===== src/rtl/hang_watchdog.sv =====
module hang_watchdog #(
  parameter int BASE  = 8000,
  parameter int PRE_W = 17,
  parameter int LIM_W = 8,
  parameter int SH_W  = 3
) (
  input  logic             clk,
  input  logic             rst_n,
  input  logic             rx_en,
  input  logic [LIM_W-1:0] rx_limit,
  input  logic [SH_W-1:0]  rx_shift,
  input  logic             rx_waiting,
  input  logic             rx_act,
  input  logic             tx_en,
  input  logic [LIM_W-1:0] tx_limit,
  input  logic [SH_W-1:0]  tx_shift,
  input  logic             tx_waiting,
  input  logic             tx_act,
  input  logic [1:0]       irq_ena,
  input  logic [1:0]       irq_clr,
  output logic [1:0]       irq_raw,
  output logic [1:0]       irq_status,
  output logic             irq_o
);
  localparam int NCH = 2;
  localparam logic [PRE_W-1:0] BASE_V = PRE_W'(BASE);
  localparam logic [LIM_W-1:0] TC_MAX = '1;

  logic [NCH-1:0]            en_a, wt_a, act_a, hit_a;
  logic [NCH-1:0][LIM_W-1:0] lim_a;
  logic [NCH-1:0][SH_W-1:0]  sh_a;
  logic [NCH-1:0][PRE_W-1:0] pc_a;
  logic [NCH-1:0][LIM_W-1:0] tc_a;

  assign en_a  = {tx_en, rx_en};
  assign wt_a  = {tx_waiting, rx_waiting};
  assign act_a = {tx_act, rx_act};
  assign lim_a = {tx_limit, rx_limit};
  assign sh_a  = {tx_shift, rx_shift};

  for (genvar c = 0; c < NCH; c++) begin : g_ch
    logic [PRE_W-1:0] pc;
    logic [LIM_W-1:0] tc;
    logic             raw;
    logic [PRE_W-1:0] thr;
    logic             tick;

    assign thr  = BASE_V >> sh_a[c];
    assign tick = en_a[c] && !act_a[c] && (pc >= thr);
    assign hit_a[c] = tick && wt_a[c] && (tc >= lim_a[c]);

    always_ff @(posedge clk or negedge rst_n) begin
      if (!rst_n)                          pc <= '0;
      else if (!en_a[c] || act_a[c] || tick) pc <= '0;
      else                                 pc <= pc + 1'b1;
    end

    always_ff @(posedge clk or negedge rst_n) begin
      if (!rst_n)                                tc <= '0;
      else if (!en_a[c] || act_a[c] || !wt_a[c]) tc <= '0;
      else if (tick && tc != TC_MAX)             tc <= tc + 1'b1;
    end

    always_ff @(posedge clk or negedge rst_n) begin
      if (!rst_n)          raw <= 1'b0;
      else if (hit_a[c])   raw <= 1'b1;
      else if (irq_clr[c]) raw <= 1'b0;
    end

    assign pc_a[c]    = pc;
    assign tc_a[c]    = tc;
    assign irq_raw[c] = raw;
  end

  assign irq_status = irq_raw & irq_ena;
  assign irq_o      = |irq_status;
endmodule


===== config.mk =====
export PLATFORM = sky130hd
export DESIGN_NAME = hang_watchdog
export DESIGN_NICKNAME = d
export VERILOG_FILES = /design/src/rtl/hang_watchdog.sv
export SDC_FILE = /design/constraint.sdc
export NUM_CORES = 1
export LEC_CHECK = 0
export ABC_AREA = 1
export BUFFER_PORTS_ARGS = -buffer_cell sky130_fd_sc_hd__clkbuf_2
export CORE_ASPECT_RATIO = 0.6
export CORE_MARGIN = 1.5
export CORE_UTILIZATION = 57
export CTS_CLUSTER_DIAMETER = 120
export DETAILED_ROUTE_END_ITERATION = 10
export PLACE_DENSITY = 0.85
export RECOVER_POWER = 25
export SLEW_MARGIN = 25
export SYNTH_ARGS = -nofsm -noshare
export SYNTH_HDL_FRONTEND = slang
export SYNTH_SLANG_ARGS = --single-unit

===== constraint.sdc =====
create_clock -name clk -period 2.2 [get_ports clk]
set_clock_uncertainty 0.05 [all_clocks]
set_input_delay 0.11 -clock clk [delete_from_list [all_inputs] [get_ports clk]]
set_output_delay 0.11 -clock clk [all_outputs]
set_load 0.02 [all_outputs]

=== Word level (Yosys, flattened, before mapping) ===
Cells that the tools add are included.

* $add $sub $neg: 4
* Order comparisons: 4
* Equal/unequal tests: 2
* Shift operators: 2
* Mux-type cells: 10
* Bitwise logic cells: 1
* Reduce and logical (&&, ||, !) cells: 27

{| class="wikitable"
|+ Operators by type and width
! cell !! count
|-
| adder 17 x 1 -> 17 bit, second input constant || 2
|-
| greater-or-equal comparator 17 bit || 2
|-
| two-way mux 17 bit || 2
|-
| right shift 13 x 3 -> 17 bit, first input constant || 2
|-
| two-way mux 8 bit || 4
|-
| adder 8 x 1 -> 8 bit, second input constant || 2
|-
| greater-or-equal comparator 8 bit || 2
|-
| inequality test 8 bit, second input constant || 2
|-
| logical AND 1 bit || 10
|-
| nonzero test 2 bit || 4
|-
| logical NOT 1 bit || 6
|-
| logical OR 1 bit || 6
|-
| two-way mux 1 bit || 4
|-
| bitwise AND 2 bit || 1
|-
| OR reduction 2 bit || 1
|}

* Register bits: 52
* Input bits: 34
* Logic and storage cells: 56

=== Logic depth before layout (Yosys ltp) ===
* Word-level depth: 6
* Gate-level depth with buffers: 16
* Depth with buffers taken out: 16

=== Least setup slack after synthesis ===
No wires, ideal clock.

* Kind: input to register
* Start: input port tx_shift[0]
* End: register g_ch[1].pc[13]
* Library setup time: 69 ps
* Data arrival time: 1575 ps
* Data required time: 2081 ps
* Slack: 506 ps
* Cell stages on the path: 14
* Cell sequence: inv_1 o21ai_0 o21ai_0 ha_1 nand2_1 nor2_1 nand2_1 nand2_1 o21ai_0 nand2_2 nand2_2 nand2_4 buf_6 nor2_2

* Cells in the longest elaborated chain, start to end: 5

{| class="wikitable"
|+ RTL lines
! item !! RTL line !! text
|-
| start, declared || 16 || <nowiki>input logic [SH_W-1:0] tx_shift,</nowiki>
|-
| right shift 13 x 3 -> 17 bit || 48 || <nowiki>assign thr = BASE_V >> sh_a[c];</nowiki>
|-
| greater-or-equal comparator 17 bit || 49 || <nowiki>assign tick = en_a[c] && !act_a[c] && (pc >= thr);</nowiki>
|-
| logical AND 1 bit || 49 ||
|-
| logical OR 1 bit || 54 || <nowiki>else if (!en_a[c] || act_a[c] || tick) pc <= '0;</nowiki>
|-
| two-way mux 17 bit || 54 ||
|-
| end signal, assigned || 55 || <nowiki>else pc <= pc + 1'b1;</nowiki>
|-
| end, declared || 42 || <nowiki>logic [PRE_W-1:0] pc;</nowiki>
|}

Every way passes these cells.
A chain may end at the register's enable or synchronous reset.

=== Worst setup path in the final report ===
* Start: register g_ch[1].pc[8]
* End: register g_ch[1].pc[7]

* Cells in the longest elaborated chain, start to end: 4

{| class="wikitable"
|+ RTL lines
! item !! RTL line
|-
| greater-or-equal comparator 17 bit || 49
|-
| logical AND 1 bit || 49
|-
| logical OR 1 bit || 54
|-
| two-way mux 17 bit || 54
|}

Every way passes these cells.

==> flow_summary_export.csv <==
group,metric,value,unit
setup_path,timing.reg2reg.setup_slack,0.25,ns
detailed_routing,routed_wl,7660,um
setup_path,reg2regPathDepth,10,
synth,syn-instance-count,494,
setup_path,cp_data_arrival_time,2.12,ns
grt,globalRouteOverflowTotal,0,
floorplanning,die_h,66.3,um
detailed_routing,average_wire_length_per_cell_after_detail_routing,12.2,um
setup_path,worst_r2r_dst,"g_ch[1].pc[7]",
floorplanning,floorplan.initialDensity,0.606,
synth,avgSynthCellArea,7.70,um2
setup_path,worst-setup-path-type,"reg -> reg",
timing,setup_repair_after_global_routing_missed_its_margin,"false",
cts,worst_setup_hold_path_clk_slew,0.10,ns
timing,min_period,1.95,ns
synth,synth_commonest_cells,"sky130_fd_sc_hd__nand2_1 (116), sky130_fd_sc_hd__inv_1 (68), sky130_fd_sc_hd__nor2_1 (62)",
grt,via_count_of_the_first_global_routing_pass,3170,
timing,hold_violations,0,
synth,ys.flop_type,"sky130_fd_sc_hd__dfrtp_1",
place,place_congestion,0.860,
pwr,pwr-share-comb,0.112,
floorplanning,rows,22,
place,post_detailed_placement_half_perimeter_wirelength,6070,um
layout,layout-drive-gt1-share,0.129,
synth,synth_top_area_cell,"sky130_fd_sc_hd__dfrtp_1",
worst_hold_path,min_delay_path_depth,4,
synth,synth_edf_count,0,
setup_path,rr_startpoint,"g_ch[1].pc[8]",
pwr,cellLeakagePower,2.18,nW
timing,hold_worst_slack,0.00403,ns
detailed_routing,drt.antenna.violating_nets,0,
synth,synthesis.area,3800,um2
cts,htreeDepth,2,
pwr,cell_internal_pwr,1.37,mW
pwr,power.share.switching,0.246,
floorplanning,top_level_ports,39,
pwr,power.switching,0.448,mW
place,portBuffers,38,
grt,grt_use_total,0.240,
run_status,status,"completed",
cts,cts_root_buf,"sky130_fd_sc_hd__clkbuf_8",
floorplanning,die-width,108,um
worst_hold_path,hold_path_startpoint,"irq_clr[1]",
cts,cts_inserted_buffers,5,
setup_path,cp_data_required_time,2.36,ns
detailed_routing,drt-vias-per-instance,5.17,
setup_path,worst_setup_path_end_kind,"flop",
pwr,ir_drop,0.000420,V
detailed_routing,post-route-drc-count,0,
cts,clock_path_buffers,2,
grt,first_pass_grt_wire_length,13600,um
timing,setup_viol,0,
setup_path,worstPathMaxFanout,14,
timing,fmax,512,MHz
layout,finish.net_count,623,
floorplanning,die_area,7190,um2
synth,ys_warn_count,0,
pwr,power.share.clock,0.356,
timing,worstMarginPinSlew,1.27,ns
synth,synth.ff_latch_count,52,
synth,synth_cell_type_count,33,
setup_path,setup.worst_path.start_class,"flop",
pwr,power_frac_seq,0.533,
floorplanning,core_box_area,6280,um2
synth,netlist.area_leader.share,0.342,
detailed_routing,detailedRoute.firstIterationViolations,153,
cts,tritoncts,"built",
job,max_cap_viol_count,0,
timing,fin_crit_sh,0.888,
synth,synth.top_cells.by_area,"sky130_fd_sc_hd__dfrtp_1 (34%), sky130_fd_sc_hd__ha_1 (15%), sky130_fd_sc_hd__nand2_1 (11%)",
layout,area.growth.synth_to_final,11.0,%
synth,yosysMostFrequentCell,"sky130_fd_sc_hd__nand2_1",
layout,count_of_inserted_antenna_diode_cells,0,
worst_hold_path,hold_path_class,"in -> reg",
synth,async_flop_share,1.00,
cts,cts_sinks,52,
synth,synth_seq_area_share,0.342,
cts,cts_resized,0,
worst_hold_path,min_delay_worst_endpoint,"g_ch[1].raw",
timing,max-slew-margin-rel,0.154,
timing,maxSlewViolCount,0,
cts,insertion_delay,0.31,ns
timing,setup_total_negative_slack,0,ns
grt,pin_count_of_the_biggest_net_entering_global_routing,53,
detailed_routing,first_pass_iters,4,
grt,grt_antenna_before_repair,0,
detailed_routing,routed-via-count,3246,
pwr,pwr_density_cell,432,nW/um2
## per-stage QoR
stage | cells | area [um2] | utilization | worst slack [ns] | total power [mW]
after floorplan | 499 | 3820 | - | 0.506 | 1.10
final | 628 | 4220 | 0.672 | 0.245 | 1.82
after detailed placement | 618 | 4090 | 0.652 | 0.00511 | 1.19
after global placement | 618 | 4090 | 0.652 | 0.0388 | 1.18
after CTS | 628 | 4220 | 0.673 | 0.225 | 1.84
after global routing | 628 | 4220 | 0.672 | 0.0782 | 1.92
## layer usage
layer	track usage	vias to the layer above	wire length, um
li1	-	1697	-
met1	0.308	1497	3800
met2	0.425	50	3540
met3	0.0532	2	302
met4	0.0313	0	25
met5	0	-	0
## how the worst max path moves through the flow
stage | endpoint | slack, ns | from | depth (start not counted)
floorplan | g_ch[1].pc[13] | 0.51 | tx_shift[0] | 14
global placement | g_ch[1].pc[7] | 0.04 | tx_shift[0] | 14
detailed placement | g_ch[1].pc[7] | 0.005 | tx_shift[0] | 14
CTS | g_ch[1].pc[7] | 0.23 | g_ch[1].pc[8] | 10
global route | g_ch[1].pc[7] | 0.08 | tx_shift[0] | 14
finish | g_ch[1].pc[7] | 0.25 | g_ch[1].pc[8] | 10
## final cells by class
class / instances / area [um2]
timing repair buffer: 41 / 213
tap: 84 / 105
fill: 531 / 2060
clock buffer: 5 / 68.8
multi-input combinational: 375 / 2230
inverter: 68 / 255
sequential: 52 / 1300
clock inverter: 3 / 42.5
## flip-flops by register name, indices dropped and copies added, names as in the netlist
name      count
g_ch.pc      34
g_ch.tc      16
g_ch.raw      2
## critical path, cell delays in order (launching register included)
cell	delay (ns)
sky130_fd_sc_hd__dfrtp_1	0.44
sky130_fd_sc_hd__ha_1	0.33
sky130_fd_sc_hd__nand2_1	0.13
sky130_fd_sc_hd__a21oi_1	0.06
sky130_fd_sc_hd__nor2_1	0.13
sky130_fd_sc_hd__nand2_1	0.07
sky130_fd_sc_hd__nor2_1	0.11
sky130_fd_sc_hd__nand2_2	0.10
sky130_fd_sc_hd__nand2_2	0.09
sky130_fd_sc_hd__nand2_4	0.12
sky130_fd_sc_hd__nor3b_1	0.23
## layout by cell type (no fill, tap or decap), drive strengths merged, types with 2 or more instances in the layout
cell and count:
a21oi 27, conb 6, dlygate4sd3 2, nor2 67
nand3 33, o21a 2, nor3b 10, xnor2 6
nor3 13, xor2 12, ha 46, o21ai 17
nand4 8, dfrtp 52, nand2 122, inv 68
clkbuf 44
## power by group through the flow
stage                     clock network [mW]  logic, mW  registers, mW
after floorplan                            0      0.117          0.987
after global placement                     0      0.192          0.988
after detailed placement                   0      0.201          0.989
after CTS                              0.664      0.206          0.970
after global routing                   0.707      0.238          0.971
final                                  0.648      0.203          0.970
## cell families (layout without fill, tap and decap cells)
group                    count (synthesis)  count (layout)  share of synthesized area
AND/OR/NAND/NOR                        255             255                      0.319
buffers and inverters                   72             117                     0.0753
flip-flops                              52              52                      0.342
AO/OA/AOI/OAI                           50              50                     0.0698
adder cells (fa/ha/maj)                 46              46                      0.151
XOR/XNOR                                18              18                     0.0415
other                                    1               6                   0.000986
## what timing repair did
| item | in CTS | in global routing |
|---|---|---|
| endpoints found under the hold margin | 53 | 0 |
| buffers inserted | 0 | 0 |
| hold buffers | 2 | 0 |
Note: power is estimated with default switching activity, not from simulation.
